===== src/rtl/vec_irq_pkg.sv =====
package vec_irq_pkg;

  localparam int unsigned SLOT_COUNT   = 15;
  localparam int unsigned PIN_COUNT    = 8;
  localparam int unsigned STROBE_COUNT = 12;
  localparam int unsigned SHARED_COUNT = 5;
  localparam logic [15:0] TOP_VECTOR   = 16'hFFFC;

  // Control-to-datapath strobes, valid only in the acknowledge cycle.
  typedef struct packed {
    logic [SLOT_COUNT-1:0] clrSlot;
    logic                  clrBrk;
    logic                  clrRst;
    logic                  setIFlag;
  } ctrl_strobe_t;

  // Source index: pins occupy 0..PIN_COUNT-1, strobes follow.
  function automatic int primarySrc(input int s);
    case (s)
      0:  return 0;
      1:  return 1;
      2:  return 9;
      3:  return 10;
      4:  return 11;
      5:  return 12;
      6:  return 13;
      7:  return 14;
      8:  return 2;
      9:  return 3;
      10: return 4;
      11: return 5;
      12: return 6;
      13: return 7;
      default: return 19;
    endcase
  endfunction

  function automatic int altSrc(input int s);
    case (s)
      1:  return 8;
      8:  return 15;
      9:  return 16;
      10: return 17;
      11: return 18;
      default: return -1;
    endcase
  endfunction

  function automatic int sharedIdx(input int s);
    case (s)
      1:  return 0;
      8:  return 1;
      9:  return 2;
      10: return 3;
      11: return 4;
      default: return -1;
    endcase
  endfunction

endpackage


===== src/rtl/vec_irq_datapath.sv =====
module vec_irq_datapath
  import vec_irq_pkg::*;
#(
  parameter int unsigned PINS    = PIN_COUNT,
  parameter int unsigned STROBES = STROBE_COUNT,
  parameter int unsigned SLOTS   = SLOT_COUNT,
  parameter int unsigned SHARED  = SHARED_COUNT
) (
  input  logic               clk,
  input  logic               rstN,
  input  logic [PINS-1:0]    pinIn,
  input  logic [PINS-1:0]    pinRise,
  input  logic [STROBES-1:0] evtStrobe,
  input  logic [SHARED-1:0]  altSel,
  input  logic [SLOTS-1:0]   slotEnable,
  input  logic               brkReq,
  input  logic               iFlagClr,
  input  ctrl_strobe_t       st,
  output logic [SLOTS-1:0]   reqMasked,
  output logic               brkPend,
  output logic               rstPend,
  output logic               iFlag
);

  localparam int unsigned SOURCES = PINS + STROBES;

  logic [PINS-1:0]    pinPrev;
  logic               armed;
  logic [PINS-1:0]    pinEdge;
  logic [SOURCES-1:0] srcHit;
  logic [SLOTS-1:0]   slotHit;
  logic [SLOTS-1:0]   reqLatch;

  // Edges count only once a sample has been taken since reset.
  always_comb begin
    pinEdge = (pinRise & pinIn & ~pinPrev) | (~pinRise & ~pinIn & pinPrev);
    if (!armed) pinEdge = '0;
  end

  assign srcHit = {evtStrobe, pinEdge};

  for (genvar s = 0; s < SLOTS; s++) begin : g_route
    localparam int PRI = primarySrc(s);
    localparam int ALT = altSrc(s);
    localparam int SEL = sharedIdx(s);
    if (ALT >= 0) begin : g_shared
      assign slotHit[s] = altSel[SEL] ? srcHit[ALT] : srcHit[PRI];
    end else begin : g_single
      assign slotHit[s] = srcHit[PRI];
    end
  end

  always_ff @(posedge clk or negedge rstN) begin
    if (!rstN) begin
      pinPrev  <= '0;
      armed    <= 1'b0;
      reqLatch <= '0;
      brkPend  <= 1'b0;
      rstPend  <= 1'b1;
      iFlag    <= 1'b1;
    end else begin
      pinPrev  <= pinIn;
      armed    <= 1'b1;
      // A set in the same cycle as its clear survives.
      reqLatch <= (reqLatch & ~st.clrSlot) | slotHit;
      brkPend  <= (brkPend & ~st.clrBrk) | brkReq;
      if (st.clrRst) rstPend <= 1'b0;
      if (st.setIFlag)   iFlag <= 1'b1;
      else if (iFlagClr) iFlag <= 1'b0;
    end
  end

  assign reqMasked = reqLatch & slotEnable;

endmodule


===== src/rtl/vec_irq_control.sv =====
module vec_irq_control
  import vec_irq_pkg::*;
#(
  parameter int unsigned SLOTS = SLOT_COUNT
) (
  input  logic             clk,
  input  logic             rstN,
  input  logic [SLOTS-1:0] reqMasked,
  input  logic             brkPend,
  input  logic             rstPend,
  input  logic             iFlag,
  input  logic             cpuAck,
  output ctrl_strobe_t     st,
  output logic             vecValid,
  output logic [15:0]      vecAddr
);

  localparam int unsigned BRK_LEVEL = SLOTS + 2;
  localparam int unsigned LVL_W     = $clog2(BRK_LEVEL + 1);
  localparam logic [LVL_W-1:0] RST_LVL = LVL_W'(1);
  localparam logic [LVL_W-1:0] BRK_LVL = LVL_W'(BRK_LEVEL);

  logic [SLOTS-1:0] eligible;
  logic             candValid;
  logic [LVL_W-1:0] candLevel;
  logic             holdValid;
  logic [LVL_W-1:0] holdLevel;
  logic             ackNow;

  assign eligible = reqMasked & {SLOTS{~iFlag}};

  always_comb begin
    candValid = 1'b0;
    candLevel = '0;
    if (rstPend) begin
      candValid = 1'b1;
      candLevel = RST_LVL;
    end else if (|eligible) begin
      candValid = 1'b1;
      for (int s = SLOTS - 1; s >= 0; s--)
        if (eligible[s]) candLevel = LVL_W'(s + 2);
    end else if (brkPend) begin
      candValid = 1'b1;
      candLevel = BRK_LVL;
    end
  end

  assign ackNow = holdValid & cpuAck;

  always_ff @(posedge clk or negedge rstN) begin
    if (!rstN) begin
      holdValid <= 1'b0;
      holdLevel <= '0;
    end else if (ackNow) begin
      holdValid <= 1'b0;
    end else if (!holdValid && candValid) begin
      holdValid <= 1'b1;
      holdLevel <= candLevel;
    end
  end

  always_comb begin
    st = '0;
    if (ackNow) begin
      st.setIFlag = 1'b1;
      st.clrRst   = (holdLevel == RST_LVL);
      st.clrBrk   = (holdLevel == BRK_LVL);
      for (int s = 0; s < SLOTS; s++)
        st.clrSlot[s] = (holdLevel == LVL_W'(s + 2));
    end
  end

  assign vecValid = holdValid;
  assign vecAddr  = TOP_VECTOR - {(16'(holdLevel) - 16'd1), 1'b0}[15:0];

endmodule


===== src/rtl/vec_irq_ctrl.sv =====
module vec_irq_ctrl
  import vec_irq_pkg::*;
#(
  parameter int unsigned PINS    = PIN_COUNT,
  parameter int unsigned STROBES = STROBE_COUNT,
  parameter int unsigned SLOTS   = SLOT_COUNT,
  parameter int unsigned SHARED  = SHARED_COUNT
) (
  input  logic               clk,
  input  logic               rstN,
  input  logic [PINS-1:0]    pinIn,
  input  logic [PINS-1:0]    pinRise,
  input  logic [STROBES-1:0] evtStrobe,
  input  logic [SHARED-1:0]  altSel,
  input  logic [SLOTS-1:0]   slotEnable,
  input  logic               brkReq,
  input  logic               cpuAck,
  input  logic               iFlagClr,
  output logic               vecValid,
  output logic [15:0]        vecAddr,
  output logic               iFlag
);

  ctrl_strobe_t     st;
  logic [SLOTS-1:0] reqMasked;
  logic             brkPend;
  logic             rstPend;

  vec_irq_datapath #(
    .PINS(PINS), .STROBES(STROBES), .SLOTS(SLOTS), .SHARED(SHARED)
  ) u_dp (
    .clk(clk), .rstN(rstN), .pinIn(pinIn), .pinRise(pinRise),
    .evtStrobe(evtStrobe), .altSel(altSel), .slotEnable(slotEnable),
    .brkReq(brkReq), .iFlagClr(iFlagClr), .st(st),
    .reqMasked(reqMasked), .brkPend(brkPend), .rstPend(rstPend), .iFlag(iFlag)
  );

  vec_irq_control #(.SLOTS(SLOTS)) u_ctl (
    .clk(clk), .rstN(rstN), .reqMasked(reqMasked), .brkPend(brkPend),
    .rstPend(rstPend), .iFlag(iFlag), .cpuAck(cpuAck), .st(st),
    .vecValid(vecValid), .vecAddr(vecAddr)
  );

endmodule


===== config.mk =====
export PLATFORM = sky130hd
export DESIGN_NAME = vec_irq_ctrl
export DESIGN_NICKNAME = d
export VERILOG_FILES = /design/src/rtl/vec_irq_pkg.sv /design/src/rtl/vec_irq_datapath.sv /design/src/rtl/vec_irq_control.sv /design/src/rtl/vec_irq_ctrl.sv
export SDC_FILE = /design/constraint.sdc
export NUM_CORES = 1
export LEC_CHECK = 0
export ABC_CLOCK_PERIOD_IN_PS = 2100
export BUFFER_PORTS_ARGS = -buffer_cell sky130_fd_sc_hd__clkbuf_2
export CAP_MARGIN = 10
export CORE_AREA = 2 2 87 56
export CTS_CLUSTER_DIAMETER = 80
export DETAILED_ROUTE_END_ITERATION = 8
export DIE_AREA = 0 0 89 58
export GPL_ROUTABILITY_DRIVEN = 0
export HOLD_SLACK_MARGIN = 0.06
export PLACE_DENSITY = 0.76
export SYNTH_ARGS = -nofsm -noshare
export SYNTH_HDL_FRONTEND = slang
export SYNTH_HIERARCHICAL = 1
export SYNTH_SLANG_ARGS = --single-unit

===== constraint.sdc =====
create_clock -name clk -period 2.1 [get_ports clk]
set_clock_uncertainty 0.2 [all_clocks]
set_input_delay 0.21 -clock clk [delete_from_list [all_inputs] [get_ports clk]]
set_output_delay 0.21 -clock clk [all_outputs]
set_load 0.01 [all_outputs]

==> results.rst <==
.. list-table::
   :header-rows: 1

   * - Metric
     - Value
   * - CTS buffer count
     - 5
   * - Proportion of layout cells with a drive suffix above 1
     - 35.29%
   * - Critical register-to-register path endpoint
     - u_ctl/holdLevel[0]
   * - Count of fill cells added during filler insertion
     - 354
   * - Critical Path Slowest Stage Cell
     - dfrtp_1
   * - Sum of negative setup slack
     - -0.1724 ns
   * - Crit path cell chain
     - inv_2 -> ha_4 -> nor2b_4 -> a21oi_1 -> o32a_1 -> nor2_2 -> xnor2_1 -> buf_2
   * - Number of nets produced by synthesis
     - 294
   * - Final critical delay including setup and external delays
     - 2.197 ns
   * - Count of vias placed by the detailed router
     - 1988
   * - Data arrival time of the critical path
     - 1.79 ns
   * - Final setup violation count
     - 2
   * - Number of antenna violations at the first check in global routing
     - 0
   * - Share of the yosys chip area belonging to registers
     - 39.15%
   * - Top flip-flop cell by instance count after synthesis
     - dfrtp_1
   * - Die boundary width
     - 89 um
   * - Total DRC errors in the routed layout
     - 0
   * - Maximum number of pins on one net before global-route repair
     - 16
   * - Multi-input logic area
     - 0.001175 mm2
   * - Post-detail-place hpwl
     - 3.980 mm
   * - Largest cells by area after synthesis
     - dfrtp_1 (37%), nor2_1 (5.5%), and2_1 (4.7%)
   * - Number of unique standard cell types used by synthesis
     - 49
   * - Type of destination of the critical path
     - primary output
   * - # H-tree levels
     - 2
   * - Mean area per synthesized cell
     - 8.965 um2
   * - Worst r2r src
     - u_dp/reqLatch[5]
   * - Post-placement cell area
     - 0.002492 mm2
   * - Most frequent cells in the layout
     - clkbuf_2 (67), nor2_1 (29), dfrtp_1 (29)
   * - Post-route total power
     - 0.002010 W
   * - Synthesis-to-layout area growth
     - 40.75%
   * - Initial standard-cell utilization of the core
     - 48.37%
   * - Pins Over Slew Limit
     - 0
   * - Final hold slack
     - 0.08748 ns
   * - Vias per cell
     - 4.933
   * - Post-synth EDFFs
     - 0
   * - Data required time at the worst endpoint
     - 1.69 ns
   * - Number of instances in the synthesized netlist
     - 236
   * - Maximum resistive drop on vdd
     - 0.0003789 V
   * - Kind of cell adding the most delay to the critical path
     - flip-flops
   * - Critical path startpoint
     - u_ctl/holdLevel[1]
   * - Via count of the first global-routing pass
     - 1885
   * - Critical Path Sink
     - vecAddr[4]
   * - Clock sinks
     - 33
   * - Depth of the most critical reg-to-reg path
     - 6
   * - Power per standard cell area
     - 675.1 mW/mm2
   * - Core outline area
     - 0.004374 mm2
   * - Number of antenna diodes
     - 0
   * - Setup WS post-layout
     - -0.09677 ns
   * - Slowest cell delay on critical path
     - 0.40 ns
   * - Post-route antenna net violation count
     - 0
   * - Synth Register Bits
     - 33
   * - First-pass GRT wire length
     - 8.597 mm
   * - Clock buffer depth
     - 2
   * - Final clock period utilization by the worst path
     - 104.6%
   * - Violations in the final reports
     - negative setup slack
   * - Die Area
     - 0.005162 mm2
   * - CP Max Fanout
     - 4
   * - Final Core Density
     - 68.08%
   * - Setup slack of the worst register-to-register path
     - 0.17 ns
   * - RSZ-0062 raised after global routing
     - yes
   * - CTS clock-pin slew for the worst setup and hold paths
     - 0.07 ns
   * - Post-Route WL
     - 5.509 mm
   * - Worst Path Class, Setup
     - reg2out
   * - Number of search-and-repair iterations in the first detailed-routing pass
     - 4
   * - Stages on the worst setup path
     - 8
   * - Most frequent standard cell in the layout excluding fill and tap cells
     - clkbuf_2
   * - Kind of path behind the tightest hold check
     - in2reg
   * - Leakage
     - 1.294 nW
   * - Synth top area share
     - 36.66%
   * - Violation count after the first detailed-route iteration
     - 199
   * - Type of origin of the critical path
     - flip-flop
   * - Skew-Pair Late Insertion Delay
     - 0.28 ns
   * - Syn Std Cell Area
     - 0.002116 mm2
   * - Remaining global-route overflow
     - 0
   * - Clock tree from TritonCTS
     - yes
   * - Total count of hold-check failures in the final report
     - 0
   * - Net count, final
     - 397
   * - Overall die height
     - 58 um
   * - Cell area after layout
     - 0.002978 mm2
   * - Area used by sequential logic in the layout
     - 830.8 um2
   * - Count of input and output buffers
     - 69
   * - Standard-cell row count
     - 19
   * - Wire length per cell
     - 13.67 um
   * - Number of I/O pins
     - 71
   * - Clock tree root driver cell
     - clkbuf_8
   * - Total track usage
     - 21.93%
   * - F_max
     - 455.2 MHz
   * - Number of buffer and inverter instances along the worst setup path
     - 2
   * - Number of warnings printed during yosys synthesis
     - 6
   * - Synth async-reset ratio
     - 100.0%
   * - Number of max-capacitance violations reported
     - 0
   * - Largest area contributor in the netlist
     - dfrtp_1
   * - Result of the run
     - complete, but fails checks
## per-layer routing
layer	global-route usage (%)	vias to the layer above	wire length [um]
met1	31.91	906	2576
met5	0	-	0
met2	34.01	81	2416
met4	2.772	0	27
met3	5.983	5	488
li1	-	996	-
## stage by stage
| step | worst slack, ns | std cells |
|---|---|---|
| 2_1_floorplan | 0.005935 | 236 |
| 3_3_place_gp | 0.08120 | 360 |
| 3_5_place_dp | 0.003119 | 360 |
| 4_1_cts | -0.06831 | 401 |
| 5_1_grt | -0.2085 | 403 |
| 6_report | -0.09677 | 403 |
## logic make-up after synthesis
family	Yosys count	synth area share [%]
AO/OA/AOI/OAI	58	18.69
XOR/XNOR	4	1.656
adder cells (fa/ha/maj)	5	2.957
buffers and inverters	35	8.102
flip-flops	33	39.15
multiplexers	1	0.4731
other	2	0.3550
AND/OR/NAND/NOR	98	28.62
## final cells by class
class | instances | area share (%)
Multi-Input combinational cell | 169 | 39.45
Sequential cell | 33 | 27.90
Timing Repair Buffer | 109 | 23.95
Clock buffer | 7 | 3.235
Inverter | 21 | 2.647
Tap cell | 63 | 2.647
Clock inverter | 1 | 0.1681
## tightest hold or removal path: cells and delay by family
family / cells / cell delay, ns
buf+inv: 1 / 0.09
simple gates: 1 / 0.04
compound gates: 2 / 0.18
## where the power goes
part / internal [W] / total [W] / switching (W)
Sequential: 0.000685 / 0.000737 / 0.0000524
Clock: 0.000296 / 0.000526 / 0.000230
Combinational: 0.000365 / 0.000747 / 0.000381
## cell usage after synthesis (all sizes together), types with 6 or more instances
library cell / count
dfrtp: 31
nor2: 31
inv: 21
and2: 16
o21ai: 15
buf: 12
a21oi: 11
nand2: 11
nor2b: 11
a21o: 10
nand2b: 6
nor3b: 6
## worst min path at each step
stage | startpoint | end | slack, ns | cells past startpoint
detailed placement | rstN | u_dp/reqLatch[14] | -0.11 | 1
global route | pinRise[3] | u_dp/reqLatch[9] | 0.11 | 4
finish | pinRise[4] | u_dp/reqLatch[10] | 0.09 | 4
CTS | pinRise[4] | u_dp/reqLatch[10] | 0.08 | 4
floorplan | rstN | u_ctl/holdLevel[0] | -0.29 | 0
global placement | rstN | u_ctl/vecValid | -0.12 | 1
## what timing repair did
item                                    4_1_cts  5_1_grt
endpoints found under the hold margin        53        0
setup buffers                                 4        2
hold buffers                                 28        0
pin swaps                                     1        9
endpoints found under the setup margin       12       12
gates resized for setup                      10        8
cloned                                        1        0
## sequential cells by signal, indices dropped and copies added, names as in the netlist
name and flops:
u_dp/armed 1, u_dp/brkPend 1, u_dp/reqLatch 15, u_ctl/vecValid 1, u_ctl/holdLevel 5, u_dp/iFlag 1, u_dp/pinPrev 8, u_dp/rstPend 1
(Power assumes the default switching activity.)
